[src/rtl/dram_ctrl_pkg.sv]
// Shared state encoding and strobe decode for the DRAM strobe controller.
// Assumes: all consumers compile this package first.
package dram_ctrl_pkg;

    typedef enum logic [3:0] {
        ST_IDLE,   // nothing open, strobes high
        ST_SETUP,  // row on pins, row strobe still high
        ST_RCD,    // row strobe low, waiting row-to-column delay
        ST_CAS,    // column strobe low, access in flight
        ST_OPEN,   // row held open, column strobe high
        ST_PRE,    // precharge, all strobes high
        ST_RCBR,   // refresh: column strobe low first
        ST_RACT,   // refresh: both strobes low
        ST_RREL    // refresh: column strobe released, row still low
    } seq_state_t;

    // Row strobe is active in these states.
    function automatic logic ras_active(input seq_state_t s);
        return (s == ST_RCD) || (s == ST_CAS) || (s == ST_OPEN) ||
               (s == ST_RACT) || (s == ST_RREL);
    endfunction

    // Column strobe is active in these states.
    function automatic logic cas_active(input seq_state_t s);
        return (s == ST_CAS) || (s == ST_RCBR) || (s == ST_RACT);
    endfunction

    function automatic int max4(input int a, input int b, input int c, input int d);
        int m;
        m = a;
        if (b > m) m = b;
        if (c > m) m = c;
        if (d > m) m = d;
        return m;
    endfunction

endpackage

[src/rtl/dram_refresh_timer.sv]
// Refresh interval timer: raises a sticky request every REFI_CYC cycles,
// cleared when the sequencer starts the refresh.
// Assumes: one refresh completes well within one interval.
module dram_refresh_timer #(
    parameter int REFI_CYC = 1562
) (
    input  logic clk,
    input  logic rst_n,
    input  logic ref_ack,
    output logic ref_pend
);
    localparam int TW = $clog2(REFI_CYC + 1);
    localparam logic [TW-1:0] RELOAD = TW'(REFI_CYC - 1);

    logic [TW-1:0] tick_q;
    logic          pend_q;

    // Count down the interval and hold the request until acknowledged.
    always_ff @(posedge clk) begin
        if (!rst_n) begin
            tick_q <= RELOAD;
            pend_q <= 1'b0;
        end else begin
            tick_q <= (tick_q == '0) ? RELOAD : tick_q - 1'b1;
            if (tick_q == '0)
                pend_q <= 1'b1;
            else if (ref_ack)
                pend_q <= 1'b0;
        end
    end

    assign ref_pend = pend_q;


    ack_needs_pend_chk: assert property (@(posedge clk) disable iff (!rst_n)
        ref_ack |-> pend_q);

endmodule

[src/rtl/dram_addr_mux.sv]
// Registered row/column multiplexer for the shared address pins.
// Assumes: sel_col and the row/column inputs are next-cycle values.
module dram_addr_mux #(
    parameter int ROW_W = 10,
    parameter int COL_W = 10
) (
    input  logic                                        clk,
    input  logic                                        rst_n,
    input  logic                                        sel_col,
    input  logic [ROW_W-1:0]                            row_in,
    input  logic [COL_W-1:0]                            col_in,
    output logic [((ROW_W > COL_W) ? ROW_W : COL_W)-1:0] addr_out
);
    localparam int MA_W = (ROW_W > COL_W) ? ROW_W : COL_W;

    logic [MA_W-1:0] row_ext;
    logic [MA_W-1:0] col_ext;

    // Zero-extend both halves to the pin width.
    always_comb begin
        row_ext = '0;
        col_ext = '0;
        row_ext[ROW_W-1:0] = row_in;
        col_ext[COL_W-1:0] = col_in;
    end

    // Register the selected half so the pins switch with the strobes.
    always_ff @(posedge clk) begin
        if (!rst_n) addr_out <= '0;
        else        addr_out <= sel_col ? col_ext : row_ext;
    end

endmodule

[src/rtl/dram_seq_fsm.sv]
// Strobe sequencer: accepts host requests, walks the row/column/precharge
// phases, keeps a row open for page hits and runs refresh cycles in which
// the column strobe leads. Strobe outputs are registered from the next state.
// Assumes: all T_* parameters are at least 1.
module dram_seq_fsm
    import dram_ctrl_pkg::*;
#(
    parameter int ROW_W     = 10,
    parameter int COL_W     = 10,
    parameter int DATA_W    = 16,
    parameter int T_RCD     = 3,
    parameter int T_CAS     = 2,
    parameter int T_RP      = 3,
    parameter int T_REF_RAS = 4
) (
    input  logic                    clk,
    input  logic                    rst_n,
    input  logic                    ref_pend,
    output logic                    ref_ack,
    input  logic                    req_valid,
    output logic                    req_ready,
    input  logic                    req_write,
    input  logic [ROW_W+COL_W-1:0]  req_addr,
    input  logic [DATA_W-1:0]       req_wdata,
    input  logic [DATA_W-1:0]       mem_rdata,
    output logic                    ras_n,
    output logic                    cas_n,
    output logic                    we_n,
    output logic [DATA_W-1:0]       mem_wdata,
    output logic                    sel_col_d,
    output logic [ROW_W-1:0]        row_d,
    output logic [COL_W-1:0]        col_d,
    output logic                    rsp_valid,
    output logic                    rsp_write,
    output logic [DATA_W-1:0]       rsp_rdata
);
    localparam int AW    = ROW_W + COL_W;
    localparam int MAX_T = max4(T_RCD, T_CAS, T_RP, T_REF_RAS);
    localparam int CNT_W = (MAX_T < 2) ? 1 : $clog2(MAX_T);
    localparam logic [CNT_W-1:0] L_RCD = CNT_W'(T_RCD - 1);
    localparam logic [CNT_W-1:0] L_CAS = CNT_W'(T_CAS - 1);
    localparam logic [CNT_W-1:0] L_RP  = CNT_W'(T_RP - 1);
    localparam logic [CNT_W-1:0] L_REF = CNT_W'(T_REF_RAS - 1);

    seq_state_t        st_q, st_d;
    logic [CNT_W-1:0]  cnt_q, cnt_d;
    logic [AW-1:0]     lat_addr_q, lat_addr_d;
    logic              lat_wr_q, lat_wr_d;
    logic [DATA_W-1:0] lat_wdata_q, lat_wdata_d;
    logic              hit, acc, cnt_zero, access_done;

    // Handshake: idle takes any request, an open row takes only hits.
    always_comb begin
        hit       = (st_q == ST_OPEN) && (req_addr[AW-1:COL_W] == lat_addr_q[AW-1:COL_W]);
        req_ready = !ref_pend && ((st_q == ST_IDLE) || hit);
        acc       = req_valid && req_ready;
        ref_ack   = (st_q == ST_IDLE) && ref_pend;
        cnt_zero  = (cnt_q == '0);
        access_done = (st_q == ST_CAS) && cnt_zero;
    end

    // Next-state and phase counter.
    always_comb begin
        st_d  = st_q;
        cnt_d = cnt_zero ? cnt_q : cnt_q - 1'b1;
        unique case (st_q)
            ST_IDLE:  if (ref_pend)       st_d = ST_RCBR;
                      else if (req_valid) st_d = ST_SETUP;
            ST_SETUP: begin st_d = ST_RCD; cnt_d = L_RCD; end
            ST_RCD:   if (cnt_zero) begin st_d = ST_CAS; cnt_d = L_CAS; end
            ST_CAS:   if (cnt_zero) st_d = ST_OPEN;
            ST_OPEN:  if (ref_pend || (req_valid && !hit)) begin
                          st_d = ST_PRE; cnt_d = L_RP;
                      end else if (acc) begin
                          st_d = ST_CAS; cnt_d = L_CAS;
                      end
            ST_PRE:   if (cnt_zero) st_d = ST_IDLE;
            ST_RCBR:  begin st_d = ST_RACT; cnt_d = L_REF; end
            ST_RACT:  if (cnt_zero) st_d = ST_RREL;
            ST_RREL:  begin st_d = ST_PRE; cnt_d = L_RP; end
            default:  st_d = ST_IDLE;
        endcase
    end

    // Request latch update and next-cycle address selection.
    always_comb begin
        lat_addr_d  = acc ? req_addr  : lat_addr_q;
        lat_wr_d    = acc ? req_write : lat_wr_q;
        lat_wdata_d = acc ? req_wdata : lat_wdata_q;
        row_d       = lat_addr_d[AW-1:COL_W];
        col_d       = lat_addr_d[COL_W-1:0];
        sel_col_d   = (st_d == ST_CAS) || (st_d == ST_OPEN);
    end

    // State, request latch and registered strobes.
    always_ff @(posedge clk) begin
        if (!rst_n) begin
            st_q        <= ST_IDLE;
            cnt_q       <= '0;
            lat_addr_q  <= '0;
            lat_wr_q    <= 1'b0;
            lat_wdata_q <= '0;
            ras_n       <= 1'b1;
            cas_n       <= 1'b1;
            we_n        <= 1'b1;
        end else begin
            st_q        <= st_d;
            cnt_q       <= cnt_d;
            lat_addr_q  <= lat_addr_d;
            lat_wr_q    <= lat_wr_d;
            lat_wdata_q <= lat_wdata_d;
            ras_n       <= !ras_active(st_d);
            cas_n       <= !cas_active(st_d);
            we_n        <= !((st_d == ST_CAS) && lat_wr_d);
        end
    end

    // Completion pulse and read-data capture at the end of the column phase.
    always_ff @(posedge clk) begin
        if (!rst_n) begin
            rsp_valid <= 1'b0;
            rsp_write <= 1'b0;
            rsp_rdata <= '0;
        end else begin
            rsp_valid <= access_done;
            if (access_done) begin
                rsp_write <= lat_wr_q;
                if (!lat_wr_q) rsp_rdata <= mem_rdata;
            end
        end
    end

    assign mem_wdata = lat_wdata_q;


    page_hit_no_ras_chk: assert property (@(posedge clk) disable iff (!rst_n)
        (st_q == ST_OPEN && acc) |=> (!ras_n && $past(!ras_n)));


    wr_rsp_chk: assert property (@(posedge clk) disable iff (!rst_n)
        (rsp_valid && rsp_write) |-> $past(!we_n));


    rd_rsp_chk: assert property (@(posedge clk) disable iff (!rst_n)
        (rsp_valid && !rsp_write) |-> $past(we_n));

endmodule

[src/rtl/dram_strobe_ctrl.sv]
// Top of the DRAM strobe controller: refresh timer, sequencer and address
// multiplexer. Checker counters below exist only for the assertions.
// Assumes: a single-rank memory with separate data in/out and an internal
// refresh row counter.
module dram_strobe_ctrl #(
    parameter int ROW_W     = 10,
    parameter int COL_W     = 10,
    parameter int DATA_W    = 16,
    parameter int T_RCD     = 3,
    parameter int T_CAS     = 2,
    parameter int T_RP      = 3,
    parameter int T_REF_RAS = 4,
    parameter int REFI_CYC  = 1562
) (
    input  logic                                          clk,
    input  logic                                          rst_n,
    input  logic                                          req_valid,
    output logic                                          req_ready,
    input  logic                                          req_write,
    input  logic [ROW_W+COL_W-1:0]                        req_addr,
    input  logic [DATA_W-1:0]                             req_wdata,
    output logic                                          rsp_valid,
    output logic                                          rsp_write,
    output logic [DATA_W-1:0]                             rsp_rdata,
    output logic                                          dram_ras_n,
    output logic                                          dram_cas_n,
    output logic                                          dram_we_n,
    output logic [((ROW_W > COL_W) ? ROW_W : COL_W)-1:0]  dram_addr,
    output logic [DATA_W-1:0]                             dram_wdata,
    input  logic [DATA_W-1:0]                             dram_rdata
);
    localparam int WAIT_MAX = T_RCD + T_CAS + T_RP + 4;

    logic             ref_pend, ref_ack, sel_col_d;
    logic [ROW_W-1:0] row_d;
    logic [COL_W-1:0] col_d;

    dram_refresh_timer #(.REFI_CYC(REFI_CYC)) u_timer (
        .clk(clk), .rst_n(rst_n), .ref_ack(ref_ack), .ref_pend(ref_pend)
    );

    dram_seq_fsm #(
        .ROW_W(ROW_W), .COL_W(COL_W), .DATA_W(DATA_W),
        .T_RCD(T_RCD), .T_CAS(T_CAS), .T_RP(T_RP), .T_REF_RAS(T_REF_RAS)
    ) u_seq (
        .clk(clk), .rst_n(rst_n),
        .ref_pend(ref_pend), .ref_ack(ref_ack),
        .req_valid(req_valid), .req_ready(req_ready), .req_write(req_write),
        .req_addr(req_addr), .req_wdata(req_wdata), .mem_rdata(dram_rdata),
        .ras_n(dram_ras_n), .cas_n(dram_cas_n), .we_n(dram_we_n),
        .mem_wdata(dram_wdata), .sel_col_d(sel_col_d), .row_d(row_d), .col_d(col_d),
        .rsp_valid(rsp_valid), .rsp_write(rsp_write), .rsp_rdata(rsp_rdata)
    );

    dram_addr_mux #(.ROW_W(ROW_W), .COL_W(COL_W)) u_amux (
        .clk(clk), .rst_n(rst_n), .sel_col(sel_col_d),
        .row_in(row_d), .col_in(col_d), .addr_out(dram_addr)
    );

    // ---------------- checker state (assertions only) ----------------
    logic [7:0] hi_cnt, lo_cnt, wait_cnt;
    logic       outs_q;

    // Measure row-high, row-low and refresh-wait runs, saturating.
    always_ff @(posedge clk) begin
        if (!rst_n) begin
            hi_cnt   <= 8'hFF;
            lo_cnt   <= '0;
            wait_cnt <= '0;
        end else begin
            hi_cnt   <= !dram_ras_n ? 8'd0 : ((hi_cnt == 8'hFF) ? hi_cnt : hi_cnt + 8'd1);
            lo_cnt   <= dram_ras_n  ? 8'd0 : ((lo_cnt == 8'hFF) ? lo_cnt : lo_cnt + 8'd1);
            wait_cnt <= !ref_pend   ? 8'd0 : ((wait_cnt == 8'hFF) ? wait_cnt : wait_cnt + 8'd1);
        end
    end

    // Track whether an accepted request still owes a response.
    always_ff @(posedge clk) begin
        if (!rst_n)                      outs_q <= 1'b0;
        else if (req_valid && req_ready) outs_q <= 1'b1;
        else if (rsp_valid)              outs_q <= 1'b0;
    end


    row_hold_chk: assert property (@(posedge clk) disable iff (!rst_n)
        ($fell(dram_ras_n) && dram_cas_n) |-> $stable(dram_addr));


    rcd_min_chk: assert property (@(posedge clk) disable iff (!rst_n)
        ($fell(dram_cas_n) && !dram_ras_n) |-> (lo_cnt >= T_RCD));


    we_in_cas_chk: assert property (@(posedge clk) disable iff (!rst_n)
        !dram_we_n |-> (!dram_cas_n && !dram_ras_n));


    cas_first_up_chk: assert property (@(posedge clk) disable iff (!rst_n)
        $rose(dram_ras_n) |-> (dram_cas_n && $past(dram_cas_n)));


    precharge_min_chk: assert property (@(posedge clk) disable iff (!rst_n)
        ($fell(dram_ras_n) || ($fell(dram_cas_n) && dram_ras_n)) |-> (hi_cnt >= T_RP));


    rsp_pulse_chk: assert property (@(posedge clk) disable iff (!rst_n)
        rsp_valid |=> !rsp_valid);


    cbr_order_chk: assert property (@(posedge clk) disable iff (!rst_n)
        ($fell(dram_cas_n) && dram_ras_n) |=> $fell(dram_ras_n));


    ref_blocks_host_chk: assert property (@(posedge clk) disable iff (!rst_n)
        ref_pend |-> !req_ready);


    ref_wait_bound_chk: assert property (@(posedge clk) disable iff (!rst_n)
        wait_cnt <= WAIT_MAX);


    one_outstanding_chk: assert property (@(posedge clk) disable iff (!rst_n)
        (req_valid && req_ready) |-> (!outs_q || rsp_valid));


    rsp_owed_chk: assert property (@(posedge clk) disable iff (!rst_n)
        rsp_valid |-> outs_q);

endmodule

[config.mk]
export PLATFORM = sky130hd
export DESIGN_NAME = dram_strobe_ctrl
export DESIGN_NICKNAME = d
export VERILOG_FILES = /design/src/rtl/dram_ctrl_pkg.sv /design/src/rtl/dram_refresh_timer.sv /design/src/rtl/dram_addr_mux.sv /design/src/rtl/dram_seq_fsm.sv /design/src/rtl/dram_strobe_ctrl.sv
export SDC_FILE = /design/constraint.sdc
export NUM_CORES = 1
export LEC_CHECK = 0
export CORE_MARGIN = 8
export CORE_UTILIZATION = 49
export CTS_BUF_LIST = sky130_fd_sc_hd__clkbuf_2
export DETAILED_ROUTE_END_ITERATION = 10
export PLACE_DENSITY = 0.84
export SLEW_MARGIN = 0
export SYNTH_ARGS = -nofsm -noshare
export SYNTH_HDL_FRONTEND = slang
export SYNTH_SLANG_ARGS = --single-unit
[constraint.sdc]
create_clock -name clk -period 3.09 [get_ports clk]
set_clock_uncertainty 0.05 [all_clocks]
set_input_delay 0.618 -clock clk [delete_from_list [all_inputs] [get_ports clk]]
set_output_delay 0.618 -clock clk [all_outputs]
set_load 0.005 [all_outputs]
# == Yosys cells after proc, flatten, opt, wreduce, memory -nomap -nowiden ==
# Index checks and enable logic that the tools add are counted.
# word_totals
in_bits,56
output_inout_bits,48
reg_bits,86
elab_cells,80
# op_classes
n_bitwise,2
add_sub_neg,2
n_eq_ne,15
muxes,19
reduce_logical,28
# ops
cell,count
$pmux W4 S9,1
$mux W4,8
$eq A4 B3 Y1 const B,7
$mux W20,1
$eq A4 B2 Y1 const B,4
$logic_not A11 Y1,1
$sub A11 B1 Y11 const B,1
$eq A10 B10 Y1,1
$mux W10,1
$logic_or A1 B1 Y1,9
$eq A4 B4 Y1 const B,2
$mux W2,4
$pmux W2 S4,1
$logic_and A1 B1 Y1,7
$logic_not A1 Y1,5
$eq A4 B1 Y1 const B,1
$logic_not A4 Y1,1
$reduce_or A2 Y1,2
$mux W1,3
$logic_not A2 Y1,1
$not A1 Y1,2
$reduce_and A2 Y1,1
$reduce_bool A2 Y1,1
$sub A2 B1 Y2 const B,1

# == Logic depth before layout (Yosys ltp) ==
# Gate-level depths: netlist of run 1.
# depth
ltp_word,14
ltp_mapped,9
ltp_nobuf,7

# == Cells and area by module ==
# From an unflattened synthesis of run 1, not the netlist that was laid out.
# unflattened
cells_unflattened,390
area_unflattened_um2,3858.7
# modules_own_cells
mod,seq_area_each_um2,cells_per_inst,n_inst,area_per_inst_um2
dram_seq_fsm,1281.2,291,1,2887.8
dram_refresh_timer,240.2,68,1,596.8
dram_addr_mux,200.2,31,1,374.1

# == Least setup slack after synthesis of run 1 ==
# Ideal clock, no wire load.
# synth_timing
path_type,reg2reg
start,reg u_seq.st_q[0]
end,reg u_amux.addr_out[0] (netlist bit)
stages_incl_launch_ff,9
arrival_time_ns,2.309
setup_ns,0.134
period_less_slack_ns,2.493
required_ns,2.906
path_buffers,1
path_slack_ns,0.597
cell_sequence,dfxtp_1 or4b_4 nor4_2 nand3_2 o21ai_1 mux2i_1 buf_4 mux2i_1 o211ai_1
# synth_via
elab_chain_cells,11
word_cells_on_any_way,30
classes_between,eq/ne: 10; mux: 11; reduce/logical: 9
# synth_lines
item,line_no,rtl
"start, declared",dram_seq_fsm.sv:45,"seq_state_t st_q, st_d;"
"start signal, assigned",dram_seq_fsm.sv:107,st_q <= st_d;
$eq A4 B3 Y1,"dram_seq_fsm.sv:54, dram_seq_fsm.sv:66",
$logic_and A1 B1 Y1,dram_seq_fsm.sv:54,hit = (st_q == ST_OPEN) && (req_addr[AW-1:COL_W] == lat_addr_q[AW-1:COL_W]);
$logic_or A1 B1 Y1,dram_seq_fsm.sv:55,req_ready = !ref_pend && ((st_q == ST_IDLE) || hit);
$logic_and A1 B1 Y1,dram_seq_fsm.sv:55,
$logic_and A1 B1 Y1,dram_seq_fsm.sv:56,acc = req_valid && req_ready;
$mux W4,dram_seq_fsm.sv:74,end else if (acc) begin
$mux W4,dram_seq_fsm.sv:72,ST_OPEN: if (ref_pend || (req_valid && !hit)) begin
$pmux W4 S9,dram_seq_fsm.sv:66,unique case (st_q)
$eq A4 B2 Y1 or $eq A4 B3 Y1 (tied branches),dram_seq_fsm.sv:92,sel_col_d = (st_d == ST_CAS) || (st_d == ST_OPEN);
$logic_or A1 B1 Y1,dram_seq_fsm.sv:92,
$mux W10 (*),dram_addr_mux.sv:30,else addr_out <= sel_col ? col_ext : row_ext;
"end signal, assigned",dram_addr_mux.sv:30,
"end, declared",dram_addr_mux.sv:12,output logic [((ROW_W > COL_W) ? ROW_W : COL_W)-1:0] addr_out
# Every way passes the cells marked *; elsewhere a longest branch is shown, timed or not.
# A chain may end at the register's enable or synchronous reset.

# == Final worst setup path of run 1 ==
# layout_timing
start,in req_addr[18]
end,out req_ready
# layout_via
elab_chain_cells,4
# layout_lines
item,line_no,rtl
"start, declared",dram_strobe_ctrl.sv:20,"input logic [ROW_W+COL_W-1:0] req_addr,"
$eq A10 B10 Y1,dram_seq_fsm.sv:54,
$logic_and A1 B1 Y1,dram_seq_fsm.sv:54,
$logic_or A1 B1 Y1,dram_seq_fsm.sv:55,
$logic_and A1 B1 Y1,dram_seq_fsm.sv:55,
"end, declared",dram_strobe_ctrl.sv:18,"output logic req_ready,"
# No other way between the ends.

==> results.json, run 1 <==
{
  "clock_tree.root_cell": "clkbuf_2",
  "fp.dieH_um": 101,
  "grt_start_max_net_pins": 38,
  "avgRoutedWirePerCell_um": 14.2,
  "setup_repair_after_global_routing_missed_its_margin": "false",
  "numPortBuffers": 103,
  "global_route_total_overflow": 0,
  "synth-seq-area-share_pct": 48.1,
  "dpl.hpwl_mm": 6.94,
  "synth_cells": 425,
  "post_drt_via_cell_ratio": 5.12,
  "first_global_vias": 3155,
  "design.die.area_sq_um": 10300,
  "synth-warning-count": 0,
  "post-place-ws_ns": -0.173,
  "final_nets": 596,
  "die_w_um": 101,
  "syn-num-nets": 482,
  "yosysTopAreaCell": "dfxtp_1",
  "critical_path.endpoint_type": "primary output",
  "crit_arrival_ns": 2.27,
  "timing.fmax_ghz": 0.341,
  "worst-path-max-fanout": 2,
  "worst_hold_path_type": "register to register",
  "final_core_utilization_pct": 68.9,
  "wl_mm": 9.13,
  "tritoncts_clock_tree": "done",
  "instance_area_at_placement_sq_um": 4850,
  "power.leakage_nw": 2.02,
  "area_growth_pct": 38.2,
  "critical_path_class": "input port to primary output",
  "share_of_the_clock_period_used_by_the_worst_path_after_layout_pct": 94.9,
  "firstDrtPassIters": 4,
  "clkLatencyLatePin_ns": 0.52,
  "synth-edff-count": 0,
  "initial_utilization_pct": 49.9,
  "worst_setup_path_start_kind": "input port",
  "holdBufCountCts": 0,
  "cts_buffer_depth": 2,
  "worst-slew-pin-transition_ns": 0.684,
  "design.core.area_sq_um": 7180,
  "route.antenna.remaining_nets": 0,
  "grt_first_pass_wirelength_mm": 14.5,
  "grt_antenna_before_repair": 0,
  "grt_usage_pct": 17.5,
  "synth.area.top_cells": "dfxtp_1 48%, nand2_1 9.5%, a21oi_1 6.0%",
  "finalHoldViolations": 0,
  "setup_ws_ns": 0.156,
  "number_of_pins_exceeding_their_max_slew_limit_in_the_final_report": 0,
  "yosys_most_used_dff": "dfxtp_1",
  "netlist.area_leader.share_pct": 48.1,
  "post_route_cells_drive_above_1_share_pct": 9.38,
  "syn_area_sq_um": 3580,
  "clkSinkCount": 86,
  "async_flop_share_pct": 0,
  "top_level_ports": 104,
  "ys_ff_latch": 86,
  "cts-htree-levels": 3,
  "power_per_cell_area_nw_per_um2": 505,
  "finalSetupViolCount": 0,
  "relSlewSlack_pct": 53.8,
  "period_minus_slack_ns": 2.93,
  "outcome": "finished, final reports clean",
  "layout.cell_area.non_filler_sq_um": 4950,
  "timing.hold.ws_ns": 0.390,
  "avgSynthCellArea_sq_um": 8.42,
  "worst-endpoint-required_ns": 2.42,
  "cts-buffers-inserted": 9,
  "placer_congestion": 0.845,
  "num_antenna_cells": 0,
  "initial_drt_markers": 152,
  "clk_transition_reported_paths_ns": 0.21,
  "post_cts_buffers": 0,
  "route.detailed.drc": 0,
  "vdd_ir_drop_max_mv": 0.266,
  "yosys.cell_types.count": 43,
  "cap_violations": 0,
  "routed_via_count": 3294,
  "num_rows": 31
}
[cell usage after synthesis, types with 2 or more instances]
cell type and count:
and2_1 5, o21bai_1 3, nor3_1 5, a21o_1 13
xor2_1 13, and3_1 21, nand2_1 91, buf_2 5
a31oi_1 3, inv_1 5, buf_4 2, nand3_1 12
nand2b_1 16, nor2_1 22, mux2i_1 12, nor4_1 2
a21oi_1 43, o211ai_1 10, clkbuf_1 18, dfxtp_1 86
or2_2 2, o21ai_0 11, xnor2_1 5
[kinds of logic (layout without fill, tap and decap cells)]
group,Yosys count,in the layout,synth area share [%]
simple gates,186,186,24.9
compound gates,91,91,15.2
fa+ha+maj,1,1,0.349
xor+xnor,18,18,4.40
mux,12,12,3.36
flops,86,86,48.1
buf+inv,31,150,3.63
[flip-flops by register name (all words and copies together) (netlist names)]
name,cells
u_amux.addr_out,10
u_seq.cas_n,1
u_seq.cnt_q,2
u_seq.lat_addr_q,20
u_seq.lat_wr_q,1
u_seq.mem_wdata,16
u_seq.ras_n,1
u_seq.rsp_rdata,16
u_seq.rsp_valid,1
u_seq.rsp_write,1
u_seq.st_q,4
u_seq.we_n,1
u_timer.ref_pend,1
u_timer.tick_q,11
[path summary, 6_finish.rpt]
check / start / to / slack, ns / cells after the start
setup / recovery: req_addr[18] / req_ready / 0.16 / 7
setup reg to reg: u_seq.st_q[0] / u_amux.addr_out[9] / 0.55 / 9
hold / removal: u_timer.tick_q[0] / u_timer.tick_q[0] / 0.39 / 1
hold reg to reg: u_timer.tick_q[0] / u_timer.tick_q[0] / 0.39 / 1
[through the flow]
stage | TNS [ns] | cells | power [mW]
after floorplan | 0 | 425 | 1.67
after global placement | -0.600 | 627 | 2.03
after detailed placement | -0.730 | 627 | 2.05
after CTS | 0 | 643 | 2.52
after global routing | 0 | 643 | 2.64
final | 0 | 643 | 2.50
[critical path: stages]
cell and delay [ns]:
clkdlybuf4s50_1 0.44, xor2_1 0.15, nor4_1 0.36, buf_4 0.18
nand3_2 0.08, a21oi_2 0.17, dlygate4sd2_1 0.26
[routing by layer]
metal / vias to the layer above / part of all wire, % / track usage, %
li1: 1677 / - / -
met1: 1495 / 47 / 22.2
met2: 114 / 44 / 28.0
met3: 8 / 7.7 / 4.81
met4: 0 / 1.0 / 5.96
met5: - / 0 / 0
[power breakdown]
part	total (mW)	switching, mW	internal (mW)	leakage, nW
sequential	1.28	0.0587	1.22	0.702
combinational	0.748	0.348	0.401	1.26
clock	0.471	0.364	0.107	0.0574
total	2.50	0.770	1.73	2.02
[layout by cell type, fill, tap and decap left out, types with 11 or more instances in the layout]
cell             synthesis  routed
a21oi_1                 43      42
nand2b_1                16      16
mux2i_1                 12      11
a21o_1                  13      13
buf_4                    2      25
dfxtp_1                 86      85
clkdlybuf4s50_1          0     102
nand3_1                 12      12
xor2_1                  13      13
nor2_1                  22      21
and3_1                  21      21
o21ai_0                 11      11
nand2_1                 91      91
[what timing repair did]
action | CTS | global route
gates resized for setup | 2 | 2
setup endpoints to repair | 1 | 1
pin swaps | 0 | 2
[area by class of cell]
cell class | count | area [sq um]
Fill cell | 567 | 2230
Tap cell | 99 | 124
Inverter | 5 | 18.8
Multi-Input combinational cell | 308 | 1760
Clock inverter | 6 | 37.5
Timing Repair Buffer | 129 | 1240
Clock buffer | 10 | 50.0
Sequential cell | 86 | 1720
No activity file was read; power rests on OpenSTA's default activity.
==> run 2, diff against run 1 <==
==> constraint.sdc (replaced) <==
create_clock -name clk -period 2.8 [get_ports clk]
set_clock_uncertainty 0.05 [all_clocks]
set_input_delay 0.56 -clock clk [delete_from_list [all_inputs] [get_ports clk]]
set_output_delay 0.56 -clock clk [all_outputs]
set_load 0.005 [all_outputs]
==> run 2 against run 1 <==
Routed wire length rose by 4.3%; worst hold slack better by 0.012 ns; power grew 21%; non-clock buffer count grew 5; global-route usage increased by 0.43 points; final cell count grew 0.78%; register-to-register slack lost 0.38 ns; sequential share of layout area fell by 0.80 points; sequential power up 10%; critical path type is now register to primary output.
==> results.json, run 2 (same netlist as run 1, synthesis figures left out) <==
{
  "outcome": "finished, final reports clean",
  "cts-buffers-inserted": 9,
  "setup_repair_after_global_routing_missed_its_margin": "true",
  "total_power_mw": 3.02,
  "highest-signal-layer": "met4",
  "power.leakage_nw": 2.08,
  "clkSinkCount": 86,
  "worstPathCellList": "or4b_4 -> nor4_4 -> nand3_2 -> a21oi_2 -> buf_2",
  "finalHoldViolations": 0,
  "route.antenna.remaining_nets": 0,
  "grt_usage_pct": 17.9,
  "design.die.area_sq_um": 10300,
  "crit_arrival_ns": 2.10,
  "num_rows": 31,
  "numPortBuffers": 103,
  "wl_met3_um": 700,
  "global_route_total_overflow": 0,
  "dpl.hpwl_mm": 7.14,
  "r2r_slack_ns": 0.17,
  "clock_tree.root_cell": "clkbuf_2",
  "initial_utilization_pct": 49.9,
  "clk_transition_reported_paths_ns": 0.24,
  "largest_register": "u_seq.lat_addr_q",
  "share_of_the_clock_period_used_by_the_worst_path_after_layout_pct": 96.7,
  "first_global_vias": 3185,
  "worst_setup_path_start_kind": "register",
  "area_growth_pct": 41.5,
  "finalSetupViolCount": 0,
  "cap_violations": 0,
  "firstDrtPassIters": 4,
  "final_nets": 601,
  "vdd_ir_drop_max_mv": 0.350,
  "critical_path.slowest_cell": "or4b_4",
  "grt_first_pass_wirelength_mm": 14.8,
  "placer_congestion": 0.858,
  "cpPeakStageDelay_ns": 0.57,
  "die_w_um": 101,
  "worst-endpoint-required_ns": 2.19,
  "tritoncts_clock_tree": "done",
  "layout.cell_area.non_filler_sq_um": 5070,
  "grt_start_max_net_pins": 38,
  "worst-slew-pin-transition_ns": 0.381,
  "timing.hold.ws_ns": 0.402,
  "hold_depth": 1,
  "period_minus_slack_ns": 2.71,
  "hold_path_startpoint": "u_timer.tick_q[0]",
  "design.core.area_sq_um": 7180,
  "fp.dieH_um": 101,
  "number_of_pins_exceeding_their_max_slew_limit_in_the_final_report": 0,
  "relSlewSlack_pct": 74.5,
  "timing.reg2reg.worst_path_depth": 10,
  "regToRegEndpoint": "u_amux.addr_out[7]",
  "grt_antenna_before_repair": 0,
  "critical_path_class": "register to primary output",
  "power_per_cell_area_nw_per_um2": 595,
  "num_antenna_cells": 0,
  "route.detailed.drc": 0,
  "wl_mm": 9.52,
  "clkLatencyLatePin_ns": 0.54,
  "timing.fmax_ghz": 0.370,
  "instance_area_at_placement_sq_um": 4890,
  "wl_met2_mm": 4.37,
  "met1_length_mm": 4.31,
  "post-place-ws_ns": -0.316,
  "cts_buffer_depth": 2,
  "timing.rr.start": "u_seq.st_q[3]",
  "largest_register_ffs": 20,
  "finalSetupTns_ns": 0,
  "avgRoutedWirePerCell_um": 14.7,
  "initial_drt_markers": 127,
  "fillers": 552,
  "worst-path-max-fanout": 2,
  "final_core_utilization_pct": 70.6,
  "layout_common_cells": "102 x clkdlybuf4s50_1, 91 x nand2_1, 84 x dfxtp_1, 42 x a21oi_1, 28 x buf_4",
  "layout_commonest_cell": "clkdlybuf4s50_1",
  "critical_path.endpoint_type": "primary output",
  "place.detailed.instances": 630,
  "worst_hold_path.endpoint": "u_timer.tick_q[0]",
  "setup_ws_ns": 0.0937,
  "post_route_cells_drive_above_1_share_pct": 10.9,
  "cts-htree-levels": 3,
  "top_level_ports": 104,
  "final-instance-count-excl-fill": 648,
  "holdBufCountCts": 0,
  "routed_via_count": 3379,
  "post_drt_via_cell_ratio": 5.21,
  "worst_hold_path_type": "register to register"
}
run 2: worst max-delay path: cells and delay by family (launching register included):
family	cells	cell delay, ns
buffers and inverters	1	0.13
AO/OA/AOI/OAI	1	0.16
AND/OR/NAND/NOR	3	0.89
flip-flops	1	0.38
run 2: cell type report:
type | instances | area [sq um] | share of cell area, %
clock buffer | 9 | 45.0 | 0.889
clock inverter | 7 | 103 | 2.03
inverter | 5 | 18.8 | 0.370
multi-input combinational | 308 | 1760 | 34.7
sequential | 86 | 1720 | 34.0
tap | 99 | 124 | 2.45
timing repair buffer | 134 | 1300 | 25.6
run 2: layer usage:
layer	vias to the layer above	track usage, %
met5	-	0
met2	120	30.1
met3	15	3.78
met1	1557	22.1
met4	0	6.64
li1	1687	-
run 2: power breakdown:
group | switching [mW] | internal, mW | leakage, nW
clock | 0.444 | 0.308 | 0.0839
sequential | 0.0669 | 1.35 | 0.703
combinational | 0.390 | 0.461 | 1.29
run 2: worst max-delay path by stage:
stage,startpoint,depth (start not counted),to
2_1_floorplan,u_seq.st_q[0],8,u_amux.addr_out[0]
3_3_place_gp,req_addr[18],7,req_ready
3_5_place_dp,req_addr[18],7,req_ready
4_1_cts,u_seq.st_q[3],5,req_ready
5_1_grt,u_seq.st_q[3],5,req_ready
6_report,u_seq.st_q[3],5,req_ready
run 2: timing repair:
item	4_1_cts	5_1_grt
setup buffers	2	0
pin swaps	4	0
endpoints found under the setup margin	1	1
gates resized for setup	8	0
